==> config.mk <==
export PLATFORM = sky130hd
export DESIGN_NAME = rtc_shadow_core
export DESIGN_NICKNAME = d
export VERILOG_FILES = /design/src/rtl/rtc_pkg.sv /design/src/rtl/rtc_prescale.sv /design/src/rtl/rtc_wr_shadow.sv /design/src/rtl/rtc_time_count.sv /design/src/rtl/rtc_cfg_regs.sv /design/src/rtl/rtc_shadow_core.sv
export SDC_FILE = /design/constraint.sdc
export NUM_CORES = 1
export LEC_CHECK = 0
export CORE_UTILIZATION = 25
export DETAILED_ROUTE_END_ITERATION = 10
export MAX_ROUTING_LAYER = met4
export PLACE_DENSITY = 0.52
export SYNTH_ARGS = -nofsm -noshare
export SYNTH_HDL_FRONTEND = slang
export SYNTH_SLANG_ARGS = --single-unit
==> constraint.sdc <==
create_clock -name clk_i -period 4.93 [get_ports clk_i]
set_input_delay 0.7395 -clock clk_i [delete_from_list [all_inputs] [get_ports clk_i]]
set_output_delay 0.7395 -clock clk_i [all_outputs]
set_load 0.02 [all_outputs]
==> src/rtl/rtc_pkg.sv <==
package rtc_pkg;

  localparam int unsigned SEC_W  = 6;
  localparam int unsigned MIN_W  = 6;
  localparam int unsigned HOUR_W = 5;
  localparam int unsigned DAY_W  = 15;
  localparam int unsigned WORD_W = SEC_W + MIN_W + HOUR_W + DAY_W;

  localparam logic [SEC_W-1:0]  SEC_LAST  = SEC_W'(59);
  localparam logic [MIN_W-1:0]  MIN_LAST  = MIN_W'(59);
  localparam logic [HOUR_W-1:0] HOUR_LAST = HOUR_W'(23);
  localparam logic [DAY_W-1:0]  DAY_LAST  = '1;

  // Field order is the word layout seen by neighbours: days high, seconds low.
  typedef struct packed {
    logic [DAY_W-1:0]  day;
    logic [HOUR_W-1:0] hour;
    logic [MIN_W-1:0]  min;
    logic [SEC_W-1:0]  sec;
  } rtc_word_t;

  typedef enum logic [1:0] {
    TGT_TIME  = 2'd0,
    TGT_ALARM = 2'd1,
    TGT_CTRL  = 2'd2,
    TGT_NONE  = 2'd3
  } rtc_target_e;

endpackage

==> src/rtl/rtc_prescale.sv <==
module rtc_prescale #(
  parameter int unsigned DIV = 32768
) (
  input  logic clk_i,
  input  logic rst_ni,
  input  logic tick_i,
  input  logic div_en_i,
  output logic count_tick_o
);

  localparam int unsigned DIV_W = (DIV > 2) ? $clog2(DIV) : 1;
  localparam logic [DIV_W-1:0] DIV_TOP = DIV_W'(DIV - 1);

  logic [DIV_W-1:0] div_q, div_d;
  logic             div_ce;
  logic             at_top;

  assign at_top       = (div_q == DIV_TOP);
  assign count_tick_o = tick_i & (~div_en_i | at_top);

  always_comb begin
    div_ce = 1'b0;
    div_d  = div_q;
    if (!div_en_i) begin
      div_ce = (div_q != '0);
      div_d  = '0;
    end else if (tick_i) begin
      div_ce = 1'b1;
      div_d  = at_top ? '0 : div_q + 1'b1;
    end
  end

  always_ff @(posedge clk_i or negedge rst_ni) begin
    if (!rst_ni) begin
      div_q <= '0;
    end else if (div_ce) begin
      div_q <= div_d;
    end
  end

  // divider never leaves its range
  a_r5_div_range: assert property (@(posedge clk_i) disable iff (!rst_ni)
    div_q <= DIV_TOP);

  // with the divider off every raw tick counts
  a_r4_free_mode: assert property (@(posedge clk_i) disable iff (!rst_ni)
    (!div_en_i && tick_i) |-> count_tick_o);

  // a counting tick always stems from a raw tick
  a_r5_tick_source: assert property (@(posedge clk_i) disable iff (!rst_ni)
    count_tick_o |-> tick_i);

endmodule

==> src/rtl/rtc_wr_shadow.sv <==
module rtc_wr_shadow
  import rtc_pkg::*;
(
  input  logic              clk_i,
  input  logic              rst_ni,
  input  logic              wr_en_i,
  input  logic [1:0]        wr_sel_i,
  input  logic [WORD_W-1:0] wr_data_i,
  input  logic              count_tick_i,
  output logic              pending_o,
  output logic              done_o,
  output logic              commit_o,
  output rtc_target_e       commit_tgt_o,
  output logic [WORD_W-1:0] commit_data_o
);

  logic              pend_q, pend_d;
  logic              done_q, done_d;
  rtc_target_e       tgt_q;
  logic [WORD_W-1:0] data_q;
  logic              accept;
  logic              commit;

  assign commit = pend_q & count_tick_i;
  assign accept = wr_en_i & ~pend_q & (rtc_target_e'(wr_sel_i) != TGT_NONE);

  always_comb begin
    pend_d = pend_q;
    if (commit) begin
      pend_d = 1'b0;
    end else if (accept) begin
      pend_d = 1'b1;
    end
    done_d = commit;
  end

  always_ff @(posedge clk_i or negedge rst_ni) begin
    if (!rst_ni) begin
      pend_q <= 1'b0;
      done_q <= 1'b0;
    end else begin
      pend_q <= pend_d;
      done_q <= done_d;
    end
  end

  always_ff @(posedge clk_i or negedge rst_ni) begin
    if (!rst_ni) begin
      tgt_q  <= TGT_NONE;
      data_q <= '0;
    end else if (accept) begin
      tgt_q  <= rtc_target_e'(wr_sel_i);
      data_q <= wr_data_i;
    end
  end

  assign pending_o     = pend_q;
  assign done_o        = done_q;
  assign commit_o      = commit;
  assign commit_tgt_o  = tgt_q;
  assign commit_data_o = data_q;

  // completion pulse only right after a pending slot drained
  a_r6_done_after_pending: assert property (@(posedge clk_i) disable iff (!rst_ni)
    done_q |-> (!pend_q && $past(pend_q)));

  // pending holds until a counting tick
  a_r6_wait_for_tick: assert property (@(posedge clk_i) disable iff (!rst_ni)
    (pend_q && !count_tick_i) |=> pend_q);

  // shadow contents frozen while occupied
  a_r7_slot_frozen: assert property (@(posedge clk_i) disable iff (!rst_ni)
    (pend_q && $past(pend_q)) |-> ($stable(data_q) && $stable(tgt_q)));

endmodule

==> src/rtl/rtc_time_count.sv <==
module rtc_time_count
  import rtc_pkg::*;
(
  input  logic      clk_i,
  input  logic      rst_ni,
  input  logic      step_i,
  input  logic      load_i,
  input  rtc_word_t load_val_i,
  output rtc_word_t time_o,
  output logic      sec_evt_o,
  output logic      min_evt_o,
  output logic      hour_evt_o,
  output logic      day_evt_o
);

  rtc_word_t time_q, time_d;
  logic      time_ce;
  logic      sec_d, min_d, hour_d, day_d;
  logic      sec_q, min_q, hour_q, day_q;

  always_comb begin
    time_d  = time_q;
    time_ce = load_i | step_i;
    sec_d   = 1'b0;
    min_d   = 1'b0;
    hour_d  = 1'b0;
    day_d   = 1'b0;
    if (load_i) begin
      time_d = load_val_i;
    end else if (step_i) begin
      sec_d = 1'b1;
      if (time_q.sec >= SEC_LAST) begin
        time_d.sec = '0;
        min_d      = 1'b1;
        if (time_q.min >= MIN_LAST) begin
          time_d.min = '0;
          hour_d     = 1'b1;
          if (time_q.hour >= HOUR_LAST) begin
            time_d.hour = '0;
            day_d       = 1'b1;
            time_d.day  = (time_q.day == DAY_LAST) ? '0 : time_q.day + 1'b1;
          end else begin
            time_d.hour = time_q.hour + 1'b1;
          end
        end else begin
          time_d.min = time_q.min + 1'b1;
        end
      end else begin
        time_d.sec = time_q.sec + 1'b1;
      end
    end
  end

  always_ff @(posedge clk_i or negedge rst_ni) begin
    if (!rst_ni) begin
      time_q <= '0;
    end else if (time_ce) begin
      time_q <= time_d;
    end
  end

  always_ff @(posedge clk_i or negedge rst_ni) begin
    if (!rst_ni) begin
      sec_q  <= 1'b0;
      min_q  <= 1'b0;
      hour_q <= 1'b0;
      day_q  <= 1'b0;
    end else begin
      sec_q  <= sec_d;
      min_q  <= min_d;
      hour_q <= hour_d;
      day_q  <= day_d;
    end
  end

  assign time_o     = time_q;
  assign sec_evt_o  = sec_q;
  assign min_evt_o  = min_q;
  assign hour_evt_o = hour_q;
  assign day_evt_o  = day_q;

  // rollover pulses nest inside each other
  a_r9_min_needs_sec: assert property (@(posedge clk_i) disable iff (!rst_ni)
    min_q |-> sec_q);
  a_r9_hour_needs_min: assert property (@(posedge clk_i) disable iff (!rst_ni)
    hour_q |-> min_q);
  a_r9_day_needs_hour: assert property (@(posedge clk_i) disable iff (!rst_ni)
    day_q |-> hour_q);

  // a seconds wrap leaves seconds at zero
  a_r2_sec_wrapped: assert property (@(posedge clk_i) disable iff (!rst_ni)
    min_q |-> (time_q.sec == '0));

  // a plain step adds exactly one second
  a_r1_sec_step: assert property (@(posedge clk_i) disable iff (!rst_ni)
    (sec_q && !min_q) |-> (time_q.sec == $past(time_q.sec) + 1'b1));

  // the top day value wraps to zero
  a_r3_day_wrap: assert property (@(posedge clk_i) disable iff (!rst_ni)
    (day_q && ($past(time_q.day) == DAY_LAST)) |-> (time_q.day == '0));

  // a load lands unchanged with no event
  a_r8_load_exact: assert property (@(posedge clk_i) disable iff (!rst_ni)
    $past(load_i) |-> ((time_q == $past(load_val_i)) && !sec_q));

endmodule

==> src/rtl/rtc_cfg_regs.sv <==
module rtc_cfg_regs
  import rtc_pkg::*;
(
  input  logic              clk_i,
  input  logic              rst_ni,
  input  logic              commit_i,
  input  rtc_target_e       commit_tgt_i,
  input  logic [WORD_W-1:0] commit_data_i,
  input  logic [1:0]        rd_sel_i,
  input  rtc_word_t         time_i,
  output logic              div_en_o,
  output logic [WORD_W-1:0] rd_data_o
);

  logic [WORD_W-1:0] alarm_q;
  logic              div_en_q;
  logic              alarm_ce, ctrl_ce;

  assign alarm_ce = commit_i & (commit_tgt_i == TGT_ALARM);
  assign ctrl_ce  = commit_i & (commit_tgt_i == TGT_CTRL);

  always_ff @(posedge clk_i or negedge rst_ni) begin
    if (!rst_ni) begin
      alarm_q <= '0;
    end else if (alarm_ce) begin
      alarm_q <= commit_data_i;
    end
  end

  always_ff @(posedge clk_i or negedge rst_ni) begin
    if (!rst_ni) begin
      div_en_q <= 1'b0;
    end else if (ctrl_ce) begin
      div_en_q <= commit_data_i[0];
    end
  end

  always_comb begin
    unique case (rtc_target_e'(rd_sel_i))
      TGT_TIME:  rd_data_o = time_i;
      TGT_ALARM: rd_data_o = alarm_q;
      TGT_CTRL:  rd_data_o = {{(WORD_W-1){1'b0}}, div_en_q};
      default:   rd_data_o = '0;
    endcase
  end

  assign div_en_o = div_en_q;

  // committed registers only move on a matching commit
  a_r11_alarm_hold: assert property (@(posedge clk_i) disable iff (!rst_ni)
    !$past(alarm_ce) |-> $stable(alarm_q));
  a_r11_ctrl_hold: assert property (@(posedge clk_i) disable iff (!rst_ni)
    !$past(ctrl_ce) |-> $stable(div_en_q));

endmodule

==> src/rtl/rtc_shadow_core.sv <==
module rtc_shadow_core
  import rtc_pkg::*;
#(
  parameter int unsigned DIV = 32768
) (
  input  logic        clk_i,
  input  logic        rst_ni,
  input  logic        tick_i,
  input  logic        wr_en_i,
  input  logic [1:0]  wr_sel_i,
  input  logic [31:0] wr_data_i,
  input  logic [1:0]  rd_sel_i,
  output logic [31:0] rd_data_o,
  output logic [31:0] time_o,
  output logic        wr_pending_o,
  output logic        wr_done_o,
  output logic        sec_evt_o,
  output logic        min_evt_o,
  output logic        hour_evt_o,
  output logic        day_evt_o
);

  // Reset: asserted asynchronously, released on the clock.
  logic [1:0] rst_sync_q;
  logic       rst_n;

  always_ff @(posedge clk_i or negedge rst_ni) begin
    if (!rst_ni) begin
      rst_sync_q <= 2'b00;
    end else begin
      rst_sync_q <= {rst_sync_q[0], 1'b1};
    end
  end
  assign rst_n = rst_sync_q[1];

  logic              count_tick;
  logic              div_en;
  logic              commit;
  rtc_target_e       commit_tgt;
  logic [WORD_W-1:0] commit_data;
  logic              load_time;
  logic              step_time;
  rtc_word_t         time_w;

  rtc_prescale #(.DIV(DIV)) u_prescale (
    .clk_i        (clk_i),
    .rst_ni       (rst_n),
    .tick_i       (tick_i),
    .div_en_i     (div_en),
    .count_tick_o (count_tick)
  );

  rtc_wr_shadow u_shadow (
    .clk_i         (clk_i),
    .rst_ni        (rst_n),
    .wr_en_i       (wr_en_i),
    .wr_sel_i      (wr_sel_i),
    .wr_data_i     (wr_data_i),
    .count_tick_i  (count_tick),
    .pending_o     (wr_pending_o),
    .done_o        (wr_done_o),
    .commit_o      (commit),
    .commit_tgt_o  (commit_tgt),
    .commit_data_o (commit_data)
  );

  // A committed time write takes the tick; the increment is skipped.
  assign load_time = commit & (commit_tgt == TGT_TIME);
  assign step_time = count_tick & ~load_time;

  rtc_time_count u_count (
    .clk_i      (clk_i),
    .rst_ni     (rst_n),
    .step_i     (step_time),
    .load_i     (load_time),
    .load_val_i (rtc_word_t'(commit_data)),
    .time_o     (time_w),
    .sec_evt_o  (sec_evt_o),
    .min_evt_o  (min_evt_o),
    .hour_evt_o (hour_evt_o),
    .day_evt_o  (day_evt_o)
  );

  rtc_cfg_regs u_cfg (
    .clk_i         (clk_i),
    .rst_ni        (rst_n),
    .commit_i      (commit),
    .commit_tgt_i  (commit_tgt),
    .commit_data_i (commit_data),
    .rd_sel_i      (rd_sel_i),
    .time_i        (time_w),
    .div_en_o      (div_en),
    .rd_data_o     (rd_data_o)
  );

  assign time_o = time_w;

  // a write while pending never restarts the slot
  a_r7_drop_while_busy: assert property (@(posedge clk_i) disable iff (!rst_n)
    (wr_pending_o && !count_tick) |=> (wr_pending_o && !wr_done_o));

  // nothing moves without a tick
  a_r10_idle_time: assert property (@(posedge clk_i) disable iff (!rst_n)
    !$past(count_tick) |-> ($stable(time_o) && !sec_evt_o && !wr_done_o));

endmodule

# Word-level counts from Yosys, hierarchy flattened
# Cells that the tools add are included.
dict set report word_totals {
  in_bits 40
  output_inout_bits 70
  word_cells 89
  reg_bits 122
}
dict set report classes {
  n_lt_le_gt_ge 3
  addsub 5
  n_reduce_logical 13
  mux 31
  n_bitwise 13
  n_eq_ne 8
}
# cell n
set op_table {}
lappend op_table {{one-hot mux 32 bit (3 select lines)} 1}
lappend op_table {{2-to-1 mux 15 bit} 5}
lappend op_table {{2-to-1 mux 32 bit} 2}
lappend op_table {{adder 15 x 1 -> 15 bit, second input constant} 2}
lappend op_table {{equality test 15 bit, second input constant} 2}
lappend op_table {{2-to-1 mux 26 bit} 1}
lappend op_table {{2-to-1 mux 20 bit} 1}
lappend op_table {{2-to-1 mux 1 bit} 18}
lappend op_table {{nonzero test 15 bit} 1}
lappend op_table {{adder 6 x 1 -> 6 bit, second input constant} 2}
lappend op_table {{greater-or-equal comparator 6 bit, second input constant} 2}
lappend op_table {{2-to-1 mux 6 bit} 2}
lappend op_table {{nonzero test 2 bit} 5}
lappend op_table {{AND 1 bit} 8}
lappend op_table {{adder 5 x 1 -> 5 bit, second input constant} 1}
lappend op_table {{greater-or-equal comparator 5 bit, second input constant} 1}
lappend op_table {{2-to-1 mux 5 bit} 1}
lappend op_table {{AND reduction 5 bit} 1}
lappend op_table {{equality test 2 x 1 -> 1 bit, second input constant} 2}
lappend op_table {{equality test 2 bit, second input constant} 2}
lappend op_table {{logical NOT 2 bit} 2}
lappend op_table {{inequality test 2 bit, second input constant} 2}
lappend op_table {{AND reduction 2 bit} 2}
lappend op_table {{AND reduction 4 bit} 1}
lappend op_table {{3 further kinds} 6}

# Longest topological paths before layout
# Gate-level depths: netlist of the first run.
dict set report depth {
  ltp_word 9
  depth_mapped 10
  depth_no_buf 8
}

# Modules after synthesis
# A second synthesis of the first run with hierarchy kept.
dict set report unflattened {
  cells_unflattened 576
  hier_area_um2 6593.8
}
# module area_each_um2 n_inst cells_each seq_area_each_um2
set modules_own_cells {}
lappend modules_own_cells {rtc_time_count 2199.6 1 238 900.9}
lappend modules_own_cells {rtc_cfg_regs 1863.0 1 144 825.8}
lappend modules_own_cells {rtc_wr_shadow 1508.9 1 81 903.4}
lappend modules_own_cells {rtc_prescale 949.7 1 108 375.4}
lappend modules_own_cells {rtc_shadow_core 72.6 1 5 50.0}

# Least setup slack after synthesis of the first run
# OpenSTA, ideal clock, no wires.
dict set report synth_path {
  kind {input port to output port}
  startpoint {input rd_sel_i[0]}
  endpoint {output rd_data_o[11]}
  setup_slack_ns 2.309
  path_stages 4
  arrival_ns 1.882
  n_path_buf 2
  t_required_ns 4.191
  cell_sequence {clkbuf_1 buf_1 mux2i_1 nor2_1}
}
dict set report synth_via {
  elab_chain_len 2
  word_cells_on_any_way 4
  cone_classes {eq/ne (2); mux (1); reduce/logical (1)}
}
# item line
set synth_rtl {}
lappend synth_rtl {{start: declaration} rtc_shadow_core.sv:12} ;# input logic [1:0] rd_sel_i,
lappend synth_rtl {{equality test 2 bit, or another cell as far along} rtc_cfg_regs.sv:39} ;# unique case (rtc_target_e'(rd_sel_i))
lappend synth_rtl {{one-hot mux 32 bit (3 select lines) (*)} rtc_cfg_regs.sv:39}
lappend synth_rtl {{end: declaration} rtc_shadow_core.sv:13} ;# output logic [31:0] rd_data_o,
# Every way passes the cells marked *; elsewhere a longest branch is shown, timed or not.

# Final worst setup path of the first run
dict set report layout_path {
  startpoint {input rd_sel_i[1]}
  endpoint {output rd_data_o[23]}
}
# Same word-level chain as after synthesis.

==> results of run 1 <==
final cells by class:
| type | instances | area [um^2] |
|---|---|---|
| fill | 2495 | 16100 |
| multi-input combinational | 417 | 2950 |
| clock inverter | 9 | 75.1 |
| tap | 324 | 405 |
| inverter | 18 | 67.6 |
| clock buffer | 23 | 458 |
| timing repair buffer | 120 | 1170 |
| sequential | 122 | 3060 |
logic make-up after synthesis:
family / count (synthesis)
xor+xnor: 8
compound gates: 116
fa+ha+maj: 6
flops: 122
buf+inv: 47
mux: 100
other cells: 1
simple gates: 186
power breakdown:
group | internal, mW | switching (mW)
combinational | 0.966 | 0.863
sequential | 1.42 | 0.477
clock | 0.700 | 0.442
total | 3.09 | 1.78
worst min-delay path by stage:
stage | from | end | depth (start not counted)
2_1_floorplan | rst_sync_q[0]$_DFF_PN0_ | rst_sync_q[1]$_DFF_PN0_ | 0
3_3_place_gp | rst_sync_q[1]$_DFF_PN0_ | u_shadow.commit_data_o[25]$_DFFE_PN0P_ | 0
3_5_place_dp | rst_sync_q[1]$_DFF_PN0_ | u_shadow.commit_data_o[30]$_DFFE_PN0P_ | 0
4_1_cts | rst_sync_q[1]$_DFF_PN0_ | u_shadow.commit_data_o[30]$_DFFE_PN0P_ | 0
5_1_grt | rst_sync_q[1]$_DFF_PN0_ | u_shadow.commit_data_o[30]$_DFFE_PN0P_ | 0
6_report | rst_sync_q[1]$_DFF_PN0_ | u_shadow.commit_data_o[30]$_DFFE_PN0P_ | 0
cell usage after synthesis, types with 3 or more instances:
| cell type | instances | area (um^2) |
|---|---|---|
| inv_1 | 18 | 67.6 |
| and3_1 | 9 | 56.3 |
| mux2_4 | 30 | 450 |
| or2_2 | 4 | 25.0 |
| ha_1 | 6 | 75.1 |
| buf_6 | 3 | 33.8 |
| dfrtp_1 | 120 | 3000 |
| a21oi_1 | 48 | 240 |
| nand4_1 | 8 | 50.1 |
| o21ai_0 | 36 | 180 |
| clkbuf_1 | 19 | 71.3 |
| o22ai_1 | 11 | 68.8 |
| nand2_1 | 33 | 124 |
| mux2i_1 | 33 | 330 |
| xnor2_1 | 8 | 70.1 |
| nor2_1 | 58 | 218 |
| buf_2 | 4 | 20.0 |
| nand3_1 | 22 | 110 |
| and2_1 | 4 | 25.0 |
| nor3b_1 | 5 | 37.5 |
| mux2_2 | 37 | 417 |
| nor4_1 | 9 | 56.3 |
| buf_1 | 3 | 11.3 |
| nor3_1 | 23 | 115 |
flip-flops by register name (all words and copies together), names as in the netlist, 2 cells and up:
name,count
u_cfg.alarm_q,32
u_count.time_o,32
u_shadow.commit_data_o,32
u_prescale.div_q,15
rst_sync_q,2
u_shadow.commit_tgt_o,2
layer usage:
metal	vias to the layer above	global-route usage [%]
met4	0	3.63
met3	16	3.91
met1	2321	18.1
met2	131	22.0
met5	-	-
li1	2323	-
==> results.ini, run 1 <==
[run_status]
status = complete, no violations

[timing]
finalWorstSetupSlack_ns = 1.26
worstMarginPinSlew_ns = 1.11
whs_ns = 0.307
grt_setup_unrepaired = no
fin_crit_sh_pct = 74.4
post-route-min-period_ns = 3.67
drv_slew = 0
tns_ns = 0
finalSetupViolCount = 0
finalClockSkew_ns = 0.00783
hold_viol = 0
maxSlewHeadroom_pct = 25.7
clock.fmax_ghz = 0.273

[pwr]
total_power_mw = 4.87
p_leak_nw = 3.46
powerDensity_nw_per_um2 = 595
irDropWorstVdd_uv = 222

[synth]
ys_types = 50
synthSimpleGateAreaFrac_pct = 14.7
dominantRegCellSynth = dfrtp_1
async_flop_share_pct = 100
syn_area_per_cell_um2 = 10.5
synth_seq_cells = 122
ys_warn_count = 0
synthXorXnorAreaFrac_pct = 1.13
synthCells = 586
syn_area_um2 = 6180
synth_top_family_by_area = multiplexers
syn_nets = 632
synthAdderAreaFrac_pct = 1.21
seq_area_frac_synth_pct = 49.4
synth_compound_area_share_pct = 10.8
synth_edf_count = 0
synthMuxAreaShare_pct = 19.4

[floorplanning]
die_area_um2 = 25400
rows = 57
die_h_um = 159
core-area_um2 = 24200
ios = 110
start_util_pct = 25.5
die_w_um = 159

[place]
pre_cts_slack_ns = 1.12
port-buffer-count = 109
gp_congestion = 0.784
postPlaceCellArea_um2 = 7650
place_inst = 1001
hpwl_um = 11300

[cells_and_area]
drive_gt1_share_pct = 17.1
synthToLayoutAreaGrowth_pct = 32.4
layout_commonest_cell = dfrtp_1
post-route-util_pct = 33.7
nets = 742
fin_cells = 1033
final_cell_mix = 119 x dfrtp_1, 108 x clkdlybuf4s50_1, 58 x nor2_1
design_area_um2 = 8180
antennaDiodeCount = 0

[worst_setup_path]
r2r_end = u_cfg.alarm_q[18]$_DFFE_PN0P_
cp.arrival_ns = 2.93
r2r_start = u_prescale.div_q[0]$_DFFE_PN0P_
slowest_stage = clkdlybuf4s50_1
path_delay_family = buffers and inverters
cp.required_ns = 4.19
path_class = in -> out
path_depth = 4
startpoint_type = input port
cp-endpoint = rd_data_o[23]
cp_common_cell = clkdlybuf4s50_1
cp_cell_sequence = clkdlybuf4s50_1 > buf_4 > nor2_1 > clkdlybuf4s50_1
slowest_delay_ns = 1.00
r2r_slack_ns = 1.74
rr_worst_depth = 7
crit_fanout = 21
critPathLaunch = rd_sel_i[1]
cp_num_buf_inv = 3
cp-end-kind = primary output

[drt]
drt-pass1-iter-count = 4
route.detailed.drc = 0
drt-initial-drc-count = 250
dr.max_layer_used = met4
wire_per_inst_um = 16.2
final_antenna_net_count = 0
viasPerCell = 4.64
drt_wl_total_um = 16800
vias = 4791
wl_met1_um = 7850
wl_met3_um = 853
dr_wl_met2_um = 7840

[cts]
cts_sinks = 122
post_cts_resized = 0
clockRootBuffer = clkbuf_16
cts_setup_buffers = 0
hold_buffers = 0
clock_latency_ns = 0.41
path_clk_slew_ns = 0.06
numCtsBuffers = 17
cts_max_path_buffers = 2
htreeDepth = 4
tritoncts = yes

[job]
max-cap-violations = 0

[grt]
grt_pass1_vias = 4836
grt_pass1_wl_um = 27200
grt_use_total_pct = 14.1
antenna_found_initial = 0
grt_max_degree = 45
overflow = 0

[worst_hold_path]
holdCritPathClass = reg -> async

No activity file was read; power rests on OpenSTA's default activity.
==> run 2: changes to the inputs <==
- PLACE_DENSITY: 0.52 -> 0.53
- clock period: 4.93 -> 3.29 ns (I/O delays scaled with it)
==> results.ini, run 2 (synthesis gave the netlist of run 1 again) <==
[run_status]
status = complete, no violations

[cells_and_area]
fin_cells = 1039  ; +0.58%
post-route-util_pct = 34.2  ; +0.41 points
synthToLayoutAreaGrowth_pct = 34.0
layout_commonest_cell = dfrtp_1
antennaDiodeCount = 0  ; unchanged
design_area_um2 = 8280  ; +1.2%
drive_gt1_share_pct = 18.0  ; +0.98 points
final_cell_mix = 119 x dfrtp_1, 108 x clkdlybuf4s50_1, 58 x nor2_1
nets = 748  ; +0.81%

[timing]
finalSetupViolCount = 0  ; unchanged
grt_setup_unrepaired = no
clock.fmax_ghz = 0.366
worstMarginPinSlew_ns = 0.632  ; -0.478 ns
hold_viol = 0  ; unchanged
finalClockSkew_ns = 0.0134  ; +0.00554 ns
whs_ns = 0.217  ; -0.0895 ns
tns_ns = 0  ; unchanged
finalWorstSetupSlack_ns = 0.559  ; -0.702 ns
maxSlewHeadroom_pct = 57.7  ; +32 points
post-route-min-period_ns = 2.73
fin_crit_sh_pct = 83.0
drv_slew = 0  ; unchanged

[worst_setup_path]
cp_cell_sequence = ha_1 > nand4_1 > or4_1 > a21boi_4 > buf_12 > nor2_1 > a221oi_1 > a21oi_1
path_class = reg -> reg
slowest_delay_ns = 0.60  ; -0.40 ns
slowest_stage = or4_1
cp.required_ns = 3.58  ; -0.61 ns
cp.arrival_ns = 3.02  ; +0.09 ns
startpoint_type = flip-flop
crit_fanout = 29  ; +38%
cp-end-kind = flip-flop

[pwr]
total_power_mw = 7.36  ; +51%
powerDensity_nw_per_um2 = 888  ; +49%
p_leak_nw = 3.51  ; +1.6%
irDropWorstVdd_uv = 361  ; +63%

[floorplanning]
rows = 57  ; unchanged
die_area_um2 = 25400  ; unchanged
die_w_um = 159  ; unchanged
core-area_um2 = 24200  ; unchanged
ios = 110  ; unchanged
die_h_um = 159  ; unchanged
start_util_pct = 25.5  ; unchanged

[place]
place_inst = 1007  ; +0.60%
gp_congestion = 0.847  ; +8.0%
hpwl_um = 11600  ; +2.8%
postPlaceCellArea_um2 = 7730  ; +1.1%
port-buffer-count = 109  ; unchanged
pre_cts_slack_ns = 0.566  ; -0.553 ns

[cts]
cts_max_path_buffers = 2  ; unchanged
htreeDepth = 4  ; unchanged
clock_latency_ns = 0.41  ; about the same
tritoncts = yes
clockRootBuffer = clkbuf_16
post_cts_resized = 0  ; unchanged
cts_sinks = 122  ; unchanged
path_clk_slew_ns = 0.06  ; about the same
hold_buffers = 0  ; unchanged
cts_setup_buffers = 0  ; unchanged
numCtsBuffers = 17  ; unchanged

[drt]
wire_per_inst_um = 16.1  ; -0.64%
drt-pass1-iter-count = 4  ; unchanged
drt-initial-drc-count = 240  ; -4.0%
viasPerCell = 4.58  ; -1.2%
final_antenna_net_count = 0  ; unchanged
drt_wl_total_um = 16800  ; about the same
vias = 4762  ; -0.61%
route.detailed.drc = 0  ; unchanged

[grt]
grt.met1_usage_pct = 18.8  ; +0.68 points
grt_pass1_wl_um = 27500  ; +1.2%
busiest_layer = met2
use_met3_pct = 3.18  ; -0.73 points
grt_max_degree = 43  ; -4.4%
grt_pass1_vias = 4896  ; +1.2%
antenna_found_initial = 0  ; unchanged
overflow = 0  ; unchanged
grtUsageMet2_pct = 21.9  ; -0.10 points
grt_use_total_pct = 14.3  ; +0.16 points

[worst_hold_path]
holdCritPathClass = reg -> async

[job]
max-cap-violations = 0  ; unchanged

[run 2: critical path: cells and delay by family (launching register included)]
kind / cells / cell delay [ns]
flip-flops: 1 / 0.47
adder cells (fa/ha/maj): 1 / 0.25
buffers and inverters: 1 / 0.23
AO/OA/AOI/OAI: 3 / 0.81
AND/OR/NAND/NOR: 3 / 0.84
[run 2: layer usage]
| layer | part of all wire, % | wire (um) |
|---|---|---|
| met5 | 0 | 0 |
| met4 | 1.1 | 176 |
| met3 | 4.2 | 707 |
| met2 | 47 | 7840 |
| met1 | 48 | 8020 |
[run 2: report_power, final]
group	internal, mW	switching, mW
sequential	2.13	0.728
clock	1.09	0.659
combinational	1.46	1.29
[run 2: final timing paths]
check                                                     start                                     end  slack [ns]  cells after the start
worst max-delay path            u_prescale.div_q[0]$_DFFE_PN0P_          u_count.time_o[17]$_DFFE_PN0P_        0.56                      8
worst min-delay path                    rst_sync_q[1]$_DFF_PN0_  u_shadow.commit_data_o[22]$_DFFE_PN0P_        0.22                      0
worst max register to register  u_prescale.div_q[0]$_DFFE_PN0P_          u_count.time_o[17]$_DFFE_PN0P_        0.56                      8
worst min register to register          rst_sync_q[1]$_DFF_PN0_  u_shadow.commit_data_o[22]$_DFFE_PN0P_        0.22                      0
max in group asynchronous               rst_sync_q[1]$_DFF_PN0_    u_shadow.commit_tgt_o[1]$_DFFE_PN1P_        2.31                      1
min in group clk_i                      rst_sync_q[0]$_DFF_PN0_                 rst_sync_q[1]$_DFF_PN0_        0.35                      0
[run 2: cell type report]
cell class / count / area [um^2]
Clock inverter: 9 / 72.6
Timing Repair Buffer: 126 / 1250
Tap cell: 324 / 405
Clock buffer: 23 / 478
Sequential cell: 122 / 3060
Inverter: 18 / 67.6
Multi-Input combinational cell: 417 / 2950
Fill cell: 2492 / 16000
==> run 3: changes to the inputs <==
- clock period: 3.29 -> 2.3 ns (I/O delays scaled with it)
==> results.ini, run 3 (synthesis gave the netlist of run 1 again) <==
[timing]
fin_crit_sh_pct = 96.1  ; +13 points
maxSlewHeadroom_pct = 66.5  ; +8.8 points
finalSetupViolCount = 0  ; unchanged
grt_setup_unrepaired = no
clock.fmax_ghz = 0.453  ; +24%
tns_ns = 0  ; unchanged
finalClockSkew_ns = 0.00872  ; -0.00465 ns
drv_slew = 0  ; unchanged
worstMarginPinSlew_ns = 0.503  ; -0.130 ns
hold_viol = 0  ; unchanged
post-route-min-period_ns = 2.21  ; -0.522 ns

[run_status]
status = complete, no violations

[drt]
drt-pass1-iter-count = 4  ; unchanged
viasPerCell = 4.62  ; +0.82%
drt-initial-drc-count = 254  ; +5.8%
drt_wl_total_um = 17600  ; +4.8%
final_antenna_net_count = 0  ; unchanged
vias = 5018  ; +5.4%
route.detailed.drc = 0  ; unchanged
wire_per_inst_um = 16.2  ; +0.30%

[place]
place_inst = 1053  ; +4.6%
port-buffer-count = 109  ; unchanged
hpwl_um = 12600  ; +7.9%
gp_congestion = 0.838  ; -1.1%

[pwr]
irDropWorstVdd_uv = 554  ; +53%
p_leak_nw = 3.80  ; +8.3%
total_power_mw = 11.2  ; +52%
powerDensity_nw_per_um2 = 1270  ; +43%

[worst_setup_path]
cp.arrival_ns = 2.51  ; -0.51 ns
cp-end-kind = flip-flop
r2r_end = u_cfg.alarm_q[22]$_DFFE_PN0P_
path_class = reg -> reg
r2r_start = u_prescale.div_q[3]$_DFFE_PN0P_
r2r_slack_ns = 0.09  ; -0.47 ns
rr_worst_depth = 7  ; -1
crit_fanout = 23  ; -21%
startpoint_type = flip-flop
cp.required_ns = 2.60  ; -0.98 ns

[floorplanning]
core-area_um2 = 24200  ; unchanged
die_w_um = 159  ; unchanged
rows = 57  ; unchanged
ios = 110  ; unchanged
die_h_um = 159  ; unchanged
start_util_pct = 25.5  ; unchanged
die_area_um2 = 25400  ; unchanged

[cts]
clockRootBuffer = clkbuf_16
clock_latency_ns = 0.42  ; about the same
cts_sinks = 122  ; unchanged
path_clk_slew_ns = 0.06  ; about the same
htreeDepth = 4  ; unchanged
hold_buffers = 0  ; unchanged
tritoncts = yes
numCtsBuffers = 17  ; unchanged
cts_max_path_buffers = 2  ; unchanged

[grt]
grt_pass1_wl_um = 28600  ; +3.7%
grt_pass1_vias = 5096  ; +4.1%
grt_use_total_pct = 14.8  ; +0.50 points
overflow = 0  ; unchanged
grt_max_degree = 45  ; +4.7%
antenna_found_initial = 0  ; unchanged

[cells_and_area]
synthToLayoutAreaGrowth_pct = 42.7
post-route-util_pct = 36.4  ; +2.2 points
nFillCells = 2450  ; -1.7%
fin_cells = 1086  ; +4.5%
antennaDiodeCount = 0  ; unchanged
drive_gt1_share_pct = 24.3  ; +6.2 points
layout_commonest_cell = dfrtp_1
final_cell_mix = 119 x dfrtp_1, 107 x clkdlybuf4s50_1, 57 x nor2_1
nets = 795  ; +6.3%

[worst_hold_path]
holdCritPathClass = in -> async

[job]
max-cap-violations = 0  ; unchanged

run 3: cell types whose count changed in the layout (fill, tap and decap cells not counted), sizes merged:
cell and delta:
buf +48, clkbuf -5, clkinvlp +3, bufinv +1, clkdlybuf4s50 -1, inv +1
run 3: stage by stage:
step / worst slack, ns / hold slack (ns) / cell area (um^2)
finish: 0.0905 / 0.0909 / 8820
global route: 0.000122 / 0.0724 / 8820
CTS: 0.0607 / 0.0753 / 8780
detailed placement: 0.0847 / 0.320 / 8200
global placement: 0.113 / 0.319 / 8200
floorplan: 0.00267 / 0.0494 / 6200
run 3: power breakdown:
group / switching (mW) / leakage (nW) / internal [mW] / total [mW]
Combinational: 2.20 / 2.04 / 2.45 / 4.65
Sequential: 0.832 / 1.48 / 3.05 / 3.88
Clock: 1.03 / 0.278 / 1.62 / 2.65
run 3: layout make-up:
class	count	area, um^2	area share, %
clock buffer	18	439	4.98
timing repair buffer	173	1720	19.5
clock inverter	14	149	1.69
multi-input combinational	417	2980	33.8
inverter	18	67.6	0.766
tap	324	405	4.60
sequential	122	3060	34.7
run 3: timing repair:
action	4_1_cts	5_1_grt
resized for setup	0	10
endpoints found under the setup margin	0	52
setup buffers	0	1
run 3: critical path: stages (launching register included):
cell,delay (ns)
dfrtp_1,0.35
nand4_1,0.17
or4_4,0.61
a21boi_4,0.17
and2_4,0.18
nand3b_4,0.09
buf_12,0.19
mux2_4,0.31
run 3: how the worst max path moves through the flow:
stage / start / endpoint / slack (ns) / depth (start not counted)
after floorplan: u_prescale.div_q[1]$_DFFE_PN0P_ / u_cfg.alarm_q[12]$_DFFE_PN0P_ / 0.003 / 9
after global placement: u_prescale.div_q[2]$_DFFE_PN0P_ / u_count.time_o[20]$_DFFE_PN0P_ / 0.11 / 8
after detailed placement: u_prescale.div_q[3]$_DFFE_PN0P_ / u_count.time_o[17]$_DFFE_PN0P_ / 0.08 / 8
after CTS: u_prescale.div_q[3]$_DFFE_PN0P_ / u_count.time_o[12]$_DFFE_PN0P_ / 0.06 / 8
after global routing: u_prescale.div_q[1]$_DFFE_PN0P_ / u_cfg.alarm_q[13]$_DFFE_PN0P_ / 0.0001 / 8
final: u_prescale.div_q[3]$_DFFE_PN0P_ / u_cfg.alarm_q[22]$_DFFE_PN0P_ / 0.09 / 7
run 3: per-layer routing:
metal | vias to the layer above | routed length, um | GRT usage, %
met4 | 0 | 155 | 3.54
met2 | 117 | 8400 | 23.5
met5 | - | 0 | -
met3 | 10 | 579 | 3.49
li1 | 2436 | - | -
met1 | 2455 | 8430 | 19.1
